**config.mk**
```make
export PLATFORM = sky130hd
export DESIGN_NAME = precise_trap_unit
export DESIGN_NICKNAME = d
export VERILOG_FILES = /design/src/rtl/ptu_pkg.sv /design/src/rtl/ptu_slot.sv /design/src/rtl/ptu_prio.sv /design/src/rtl/ptu_kill.sv /design/src/rtl/precise_trap_unit.sv
export SDC_FILE = /design/constraint.sdc
export NUM_CORES = 1
export LEC_CHECK = 0
export ABC_AREA = 1
export ABC_CLOCK_PERIOD_IN_PS = 3200
export BUFFER_PORTS_ARGS = -buffer_cell sky130_fd_sc_hd__buf_2
export CORE_AREA = 4 4 144 146
export DETAILED_ROUTE_END_ITERATION = 8
export DIE_AREA = 0 0 148 150
export GPL_TIMING_DRIVEN = 0
export HOLD_SLACK_MARGIN = 0.05
export PLACE_DENSITY = 0.68
export SYNTH_ARGS = -nofsm -noshare
export SYNTH_HDL_FRONTEND = slang
export SYNTH_SLANG_ARGS = --single-unit
```
**constraint.sdc**
```tcl
create_clock -name clk -period 3.2 [get_ports clk]
set_clock_uncertainty 0.2 [all_clocks]
set_input_delay 0.48 -clock clk [delete_from_list [all_inputs] [get_ports clk]]
set_output_delay 0.48 -clock clk [all_outputs]
set_load 0.005 [all_outputs]
```
**src/rtl/ptu_pkg.sv**
```systemverilog
package ptu_pkg;
    // posting stages, in age order of the fault inside one instruction
    localparam int NFIELD   = 4;   // fetch, decode, execute, memory
    localparam int FLD_FE   = 0;
    // tracked slots: decode, execute, memory, write-back
    localparam int NSLOT    = 4;
    localparam int SLOT_WB  = 3;
endpackage

```
**src/rtl/ptu_slot.sv**
```systemverilog
// One pipeline slot: valid, PC and sticky status vector of its instruction.
module ptu_slot #(
    parameter int PC_W = 32,
    parameter int ST_W = 8
) (
    input  logic            clk,
    input  logic            rst_n,
    input  logic            adv_i,
    input  logic            flush_i,
    input  logic            in_vld_i,
    input  logic [PC_W-1:0] in_pc_i,
    input  logic [ST_W-1:0] in_st_i,
    input  logic [ST_W-1:0] post_i,
    output logic            vld_o,
    output logic [PC_W-1:0] pc_o,
    output logic [ST_W-1:0] st_o
);
    typedef struct packed {
        logic            vld;
        logic [PC_W-1:0] pc;
        logic [ST_W-1:0] st;
    } ent_t;

    ent_t ent_q, ent_d;
    logic [ST_W-1:0] eff_st;

    assign eff_st = ent_q.vld ? (ent_q.st | post_i) : '0;

    always_comb begin
        ent_d    = ent_q;
        ent_d.st = eff_st;
        if (flush_i) begin
            ent_d = '0;
        end else if (adv_i) begin
            ent_d.vld = in_vld_i;
            ent_d.pc  = in_pc_i;
            ent_d.st  = in_vld_i ? in_st_i : '0;
        end
    end

    always_ff @(posedge clk) begin
        if (!rst_n) ent_q <= '0;
        else        ent_q <= ent_d;
    end

    assign vld_o = ent_q.vld;
    assign pc_o  = ent_q.pc;
    assign st_o  = eff_st;
endmodule

```
**src/rtl/ptu_prio.sv**
```systemverilog
// Lowest set bit wins: earlier stage field first, then lower bit.
module ptu_prio #(
    parameter int W  = 8,
    parameter int IW = $clog2(W)
) (
    input  logic [W-1:0]  vec_i,
    output logic [IW-1:0] idx_o
);
    always_comb begin
        idx_o = '0;
        for (int i = W - 1; i >= 0; i--) begin
            if (vec_i[i]) idx_o = IW'(i);
        end
    end
endmodule

```
**src/rtl/ptu_kill.sv**
```systemverilog
// A pending fault kills its own slot and every younger slot.
module ptu_kill #(
    parameter int N = 4
) (
    input  logic [N-1:0] fault_i,
    output logic [N-1:0] kill_o
);
    assign kill_o[N-1] = fault_i[N-1];
    for (genvar s = 0; s < N - 1; s++) begin : g_chain
        assign kill_o[s] = fault_i[s] | kill_o[s+1];
    end
endmodule

```
**src/rtl/precise_trap_unit.sv**
```systemverilog
module precise_trap_unit
    import ptu_pkg::*;
#(
    parameter int              PC_W       = 32,
    parameter int              FLD_W      = 2,
    parameter int              N_SAVE     = 2,
    parameter logic [PC_W-1:0] HANDLER_PC = 'h80,
    localparam int             ST_W       = NFIELD * FLD_W,
    localparam int             CW         = $clog2(ST_W)
) (
    input  logic                   clk,
    input  logic                   rst_n,
    input  logic                   adv_i,
    input  logic                   fetch_vld_i,
    input  logic [PC_W-1:0]        fetch_pc_i,
    input  logic [ST_W-1:0]        exc_i,
    output logic [NSLOT-1:0]       kill_o,
    output logic                   trap_o,
    output logic                   redirect_o,
    output logic [PC_W-1:0]        handler_pc_o,
    output logic [CW-1:0]          cause_o,
    output logic [N_SAVE*PC_W-1:0] epc_o
);
    localparam logic [ST_W-1:0] FMASK = ST_W'({FLD_W{1'b1}});

    typedef struct packed {
        logic [CW-1:0]                cause;
        logic [N_SAVE-1:0][PC_W-1:0] epc;
    } cap_t;

    logic [NSLOT-1:0]       s_vld;
    logic [PC_W-1:0]        s_pc   [NSLOT];
    logic [ST_W-1:0]        s_st   [NSLOT];
    logic [ST_W-1:0]        s_post [NSLOT];
    logic [NSLOT-1:0]       fault;
    logic [ST_W-1:0]        fetch_st;
    logic [CW-1:0]          wb_idx;
    logic                   take;
    cap_t                   cap_q, cap_d;

    assign fetch_st = fetch_vld_i ? (exc_i & (FMASK << (FLD_FE * FLD_W))) : '0;

    for (genvar gs = 0; gs < NSLOT; gs++) begin : g_slot
        logic            in_vld;
        logic [PC_W-1:0] in_pc;
        logic [ST_W-1:0] in_st;

        if (gs == 0) begin : g_head
            assign in_vld = fetch_vld_i;
            assign in_pc  = fetch_pc_i;
            assign in_st  = fetch_st;
        end else begin : g_body
            assign in_vld = s_vld[gs-1];
            assign in_pc  = s_pc[gs-1];
            assign in_st  = s_st[gs-1];
        end

        if (gs < SLOT_WB) begin : g_post
            assign s_post[gs] = exc_i & (FMASK << ((gs + 1) * FLD_W));
        end else begin : g_nopost
            assign s_post[gs] = '0;
        end

        ptu_slot #(.PC_W(PC_W), .ST_W(ST_W)) u_slot (
            .clk      (clk),
            .rst_n    (rst_n),
            .adv_i    (adv_i),
            .flush_i  (take),
            .in_vld_i (in_vld),
            .in_pc_i  (in_pc),
            .in_st_i  (in_st),
            .post_i   (s_post[gs]),
            .vld_o    (s_vld[gs]),
            .pc_o     (s_pc[gs]),
            .st_o     (s_st[gs])
        );

        assign fault[gs] = |s_st[gs];
    end

    ptu_kill #(.N(NSLOT)) u_kill (
        .fault_i (fault),
        .kill_o  (kill_o)
    );

    ptu_prio #(.W(ST_W), .IW(CW)) u_prio (
        .vec_i (s_st[SLOT_WB]),
        .idx_o (wb_idx)
    );

    assign take = fault[SLOT_WB];

    always_comb begin
        cap_d = cap_q;
        if (take) begin
            cap_d.cause = wb_idx;
            for (int k = 0; k < N_SAVE; k++) begin
                cap_d.epc[k] = s_vld[SLOT_WB-k] ? s_pc[SLOT_WB-k] : '0;
            end
        end
    end

    always_ff @(posedge clk) begin
        if (!rst_n) cap_q <= '0;
        else        cap_q <= cap_d;
    end

    assign trap_o       = take;
    assign redirect_o   = take;
    assign handler_pc_o = HANDLER_PC;
    assign cause_o      = cap_q.cause;
    assign epc_o        = cap_q.epc;
endmodule

```
==> impl_metrics.yaml <==
clocking:
  clk_pin_slew_ns: 0.06
  numCtsBuffers: 23
  cts_sinks: 231
  cts_tree: "done"
  htreeDepth: 1
  root_buffer: "clkbuf_16"
  clk_path_buf_depth: 3
  post-cts-setup-buffer-count: 0
  clkLatencyLatePin_ns: 0.51
timing:
  min_period_over_period: 0.848
  finalSetupViolations: 0
  fmax_mhz: 368
  tns_ns: 0
  finalHoldViolations: 0
  max_slew_margin: 0.608
  period_needed_ns: 2.71
  worstMarginPinSlew_ns: 0.588
  rsz0062_at_grt: "no"
  setup_ws_ns: 0.486
  drv_slew: 0
finish:
  fin_util: 0.559
  diodes: 0
  fillers: 1913
  area_growth_pct: 24.7
  regArea_sq_um: 4620
  drive_above_1_share: 0.217
  multi_input_area_sq_um: 3470
  final_nets: 1335
global_route:
  grt_pass1_wl_microns: 33200
  globalRouteOverflowTotal: 0
  grt_max_degree: 15
  antenna_found_initial: 0
  grt_usage: 0.179
  grt_pass1_vias: 6825
pwr:
  p_per_area_nw_per_um2: 560
  leakage_uw: 0.00430
  vdd_drop_max_mv: 0.359
run_status:
  status: "complete, no violations"
critical_path:
  cp_max_fo: 10
  arrival_ns: 2.03
  ff2ff_setup_slack_ns: 1.09
  r2r.worst_path.cells: 9
  critPathKind: "reg2out"
  end_kind: "primary output"
  crit_required_ns: 2.52
  setup.worst_path.start_class: "register"
  rr_endpoint: "epc_o[61]$_SDFFE_PN0P_"
  r2r_start: "g_slot[3].u_slot.vld_o$_SDFFE_PP0P_"
drt:
  drt_pass1_iterations: 5
  drc: 0
  vias: 7097
  antenna_left: 0
  routed_via_density: 4.51
  wl_per_cell_microns: 12.8
  finalWirelength_microns: 20100
  dr.first_iter.drc_count: 331
hold_path:
  whs_path_depth: 3
  worstHoldStart: "rst_n"
  hold_path_class: "in2reg"
  whs_endpoint: "cause_o[1]$_SDFFE_PN0P_"
floorplanning:
  num_rows: 51
  core-area_sq_um: 19400
  start_util: 0.448
  io_pins: 149
  die_w_microns: 148
  dieHeight_microns: 150
  die_area_sq_um: 22200
run:
  drv_cap: 0
synth:
  ys_warn_count: 0
  synth-seq-area-share: 0.532
  synth_area_sq_um: 8690
  synthTopCellsByArea: "dfxtp_1 53%, nand2_1 18%, a21oi_2 7.1%"
  synthCells: 1087
  synth_common_cells: "419 x nand2_1, 231 x dfxtp_1, 81 x a21oi_1"
  avgSynthCellArea_sq_um: 8.00
  synth_top_area_frac: 0.532
  synthArstFlopShare: 0
  synth-seq-cells: 231
  synth_cell_types: 26
  synth_top_cell_by_area: "dfxtp_1"
  yosysMostFrequentCell: "nand2_1"
  synth-main-ff-cell: "dfxtp_1"
  synth_edf_count: 0
placed_design:
  routabilityCongestion: 0.804
  port_buffers: 115
  dp_slack_ns: 0.914
  hpwl_microns: 15100
## worst max-delay path by stage
stage | from | endpoint | depth (start not counted) | slack, ns
after floorplan | g_slot[3].u_slot.vld_o$_SDFFE_PP0P_ | kill_o[0] | 7 | 1.41
after global placement | adv_i | g_slot[0].u_slot.ent_q[3]$_SDFF_PP0_ | 6 | 0.91
after detailed placement | adv_i | g_slot[0].u_slot.ent_q[3]$_SDFF_PP0_ | 6 | 0.91
after CTS | g_slot[2].u_slot.vld_o$_SDFFE_PP0P_ | kill_o[0] | 6 | 0.43
after global routing | g_slot[2].u_slot.vld_o$_SDFFE_PP0P_ | kill_o[0] | 6 | 0.26
final | g_slot[2].u_slot.vld_o$_SDFFE_PP0P_ | kill_o[0] | 6 | 0.49
## placed cells by master, fill, tap and decap left out
master         count
dfxtp_1          231
inv_6              1
o21ai_1            1
a21oi_2           70
buf_4             38
clkbuf_1          57
nand4_1            4
nor3_1             1
inv_2              1
nand2_2            3
a31oi_1            1
nor2_2             1
clkbuf_2           5
o21ai_0           69
bufinv_16          3
buf_6             10
clkbuf_16         23
clkinv_2           3
conb_1            32
dlygate4sd3_1     34
buf_1              1
clkinv_1           1
clkbuf_8           5
nand3_1           13
a21oi_1           81
nor2_4             2
nor2_1            53
nand2_4            1
inv_1             19
nand2_1          419
a22oi_1            7
buf_2            118
## power breakdown
group	leakage [uW]	switching (uW)	internal (uW)
registers	0.00187	27.9	2930
clock network	0.000386	1080	1690
logic	0.00204	205	148
total	0.00430	1310	4760
## cell families after synthesis
| kind of cell | share of synthesized area |
|---|---|
| AND/OR/NAND/NOR | 0.222 |
| flip-flops | 0.532 |
| AO/OA/AOI/OAI | 0.164 |
| buffers and inverters | 0.0815 |
| other | 0.000864 |
## registers in the layout, indices dropped and copies added (netlist names)
signal	flops
g_slot.u_slot.pc_o	128
g_slot.u_slot.vld_o	4
g_slot.u_slot.ent_q	32
cause_o	3
epc_o	64
## per-layer routing
metal | track usage | part of all wire | routed length, microns
met4 | 0.0536 | 0.023 | 454
met2 | 0.287 | 0.44 | 8760
met3 | 0.0297 | 0.049 | 993
met1 | 0.249 | 0.49 | 9900
met5 | 0 | 0 | 0
## final cells by class
cell class,instances,area share
Tap cell,265,0.0306
Buffer,107,0.0581
Multi-Input combinational cell,758,0.320
Sequential cell,231,0.427
Inverter,21,0.00727
Clock buffer,35,0.0619
Clock inverter,7,0.0105
Timing Repair Buffer,149,0.0845
## critical path: stages, from the launching register on
cell	delay, ns
dfxtp_1	0.42
clkbuf_1	0.46
o21ai_0	0.24
nand4_1	0.14
nor2_1	0.07
nand3_1	0.07
buf_2	0.11
## metrics by stage
stage,hold slack (ns),cell area (sq um),std cells,power [uW]
after floorplan,0.237,8810,1117,3250
after global placement,0.229,9710,1497,3330
after detailed placement,0.230,9710,1497,3340
after CTS,0.0680,10800,1573,6130
after global routing,0.0931,10800,1573,6310
final,0.0832,10800,1573,6070
## timing repair
item	CTS	global route
hold buffers	34	0
endpoints found under the hold margin	34	0
resized for setup	0	0
Power figures use the tool's default switching activity.
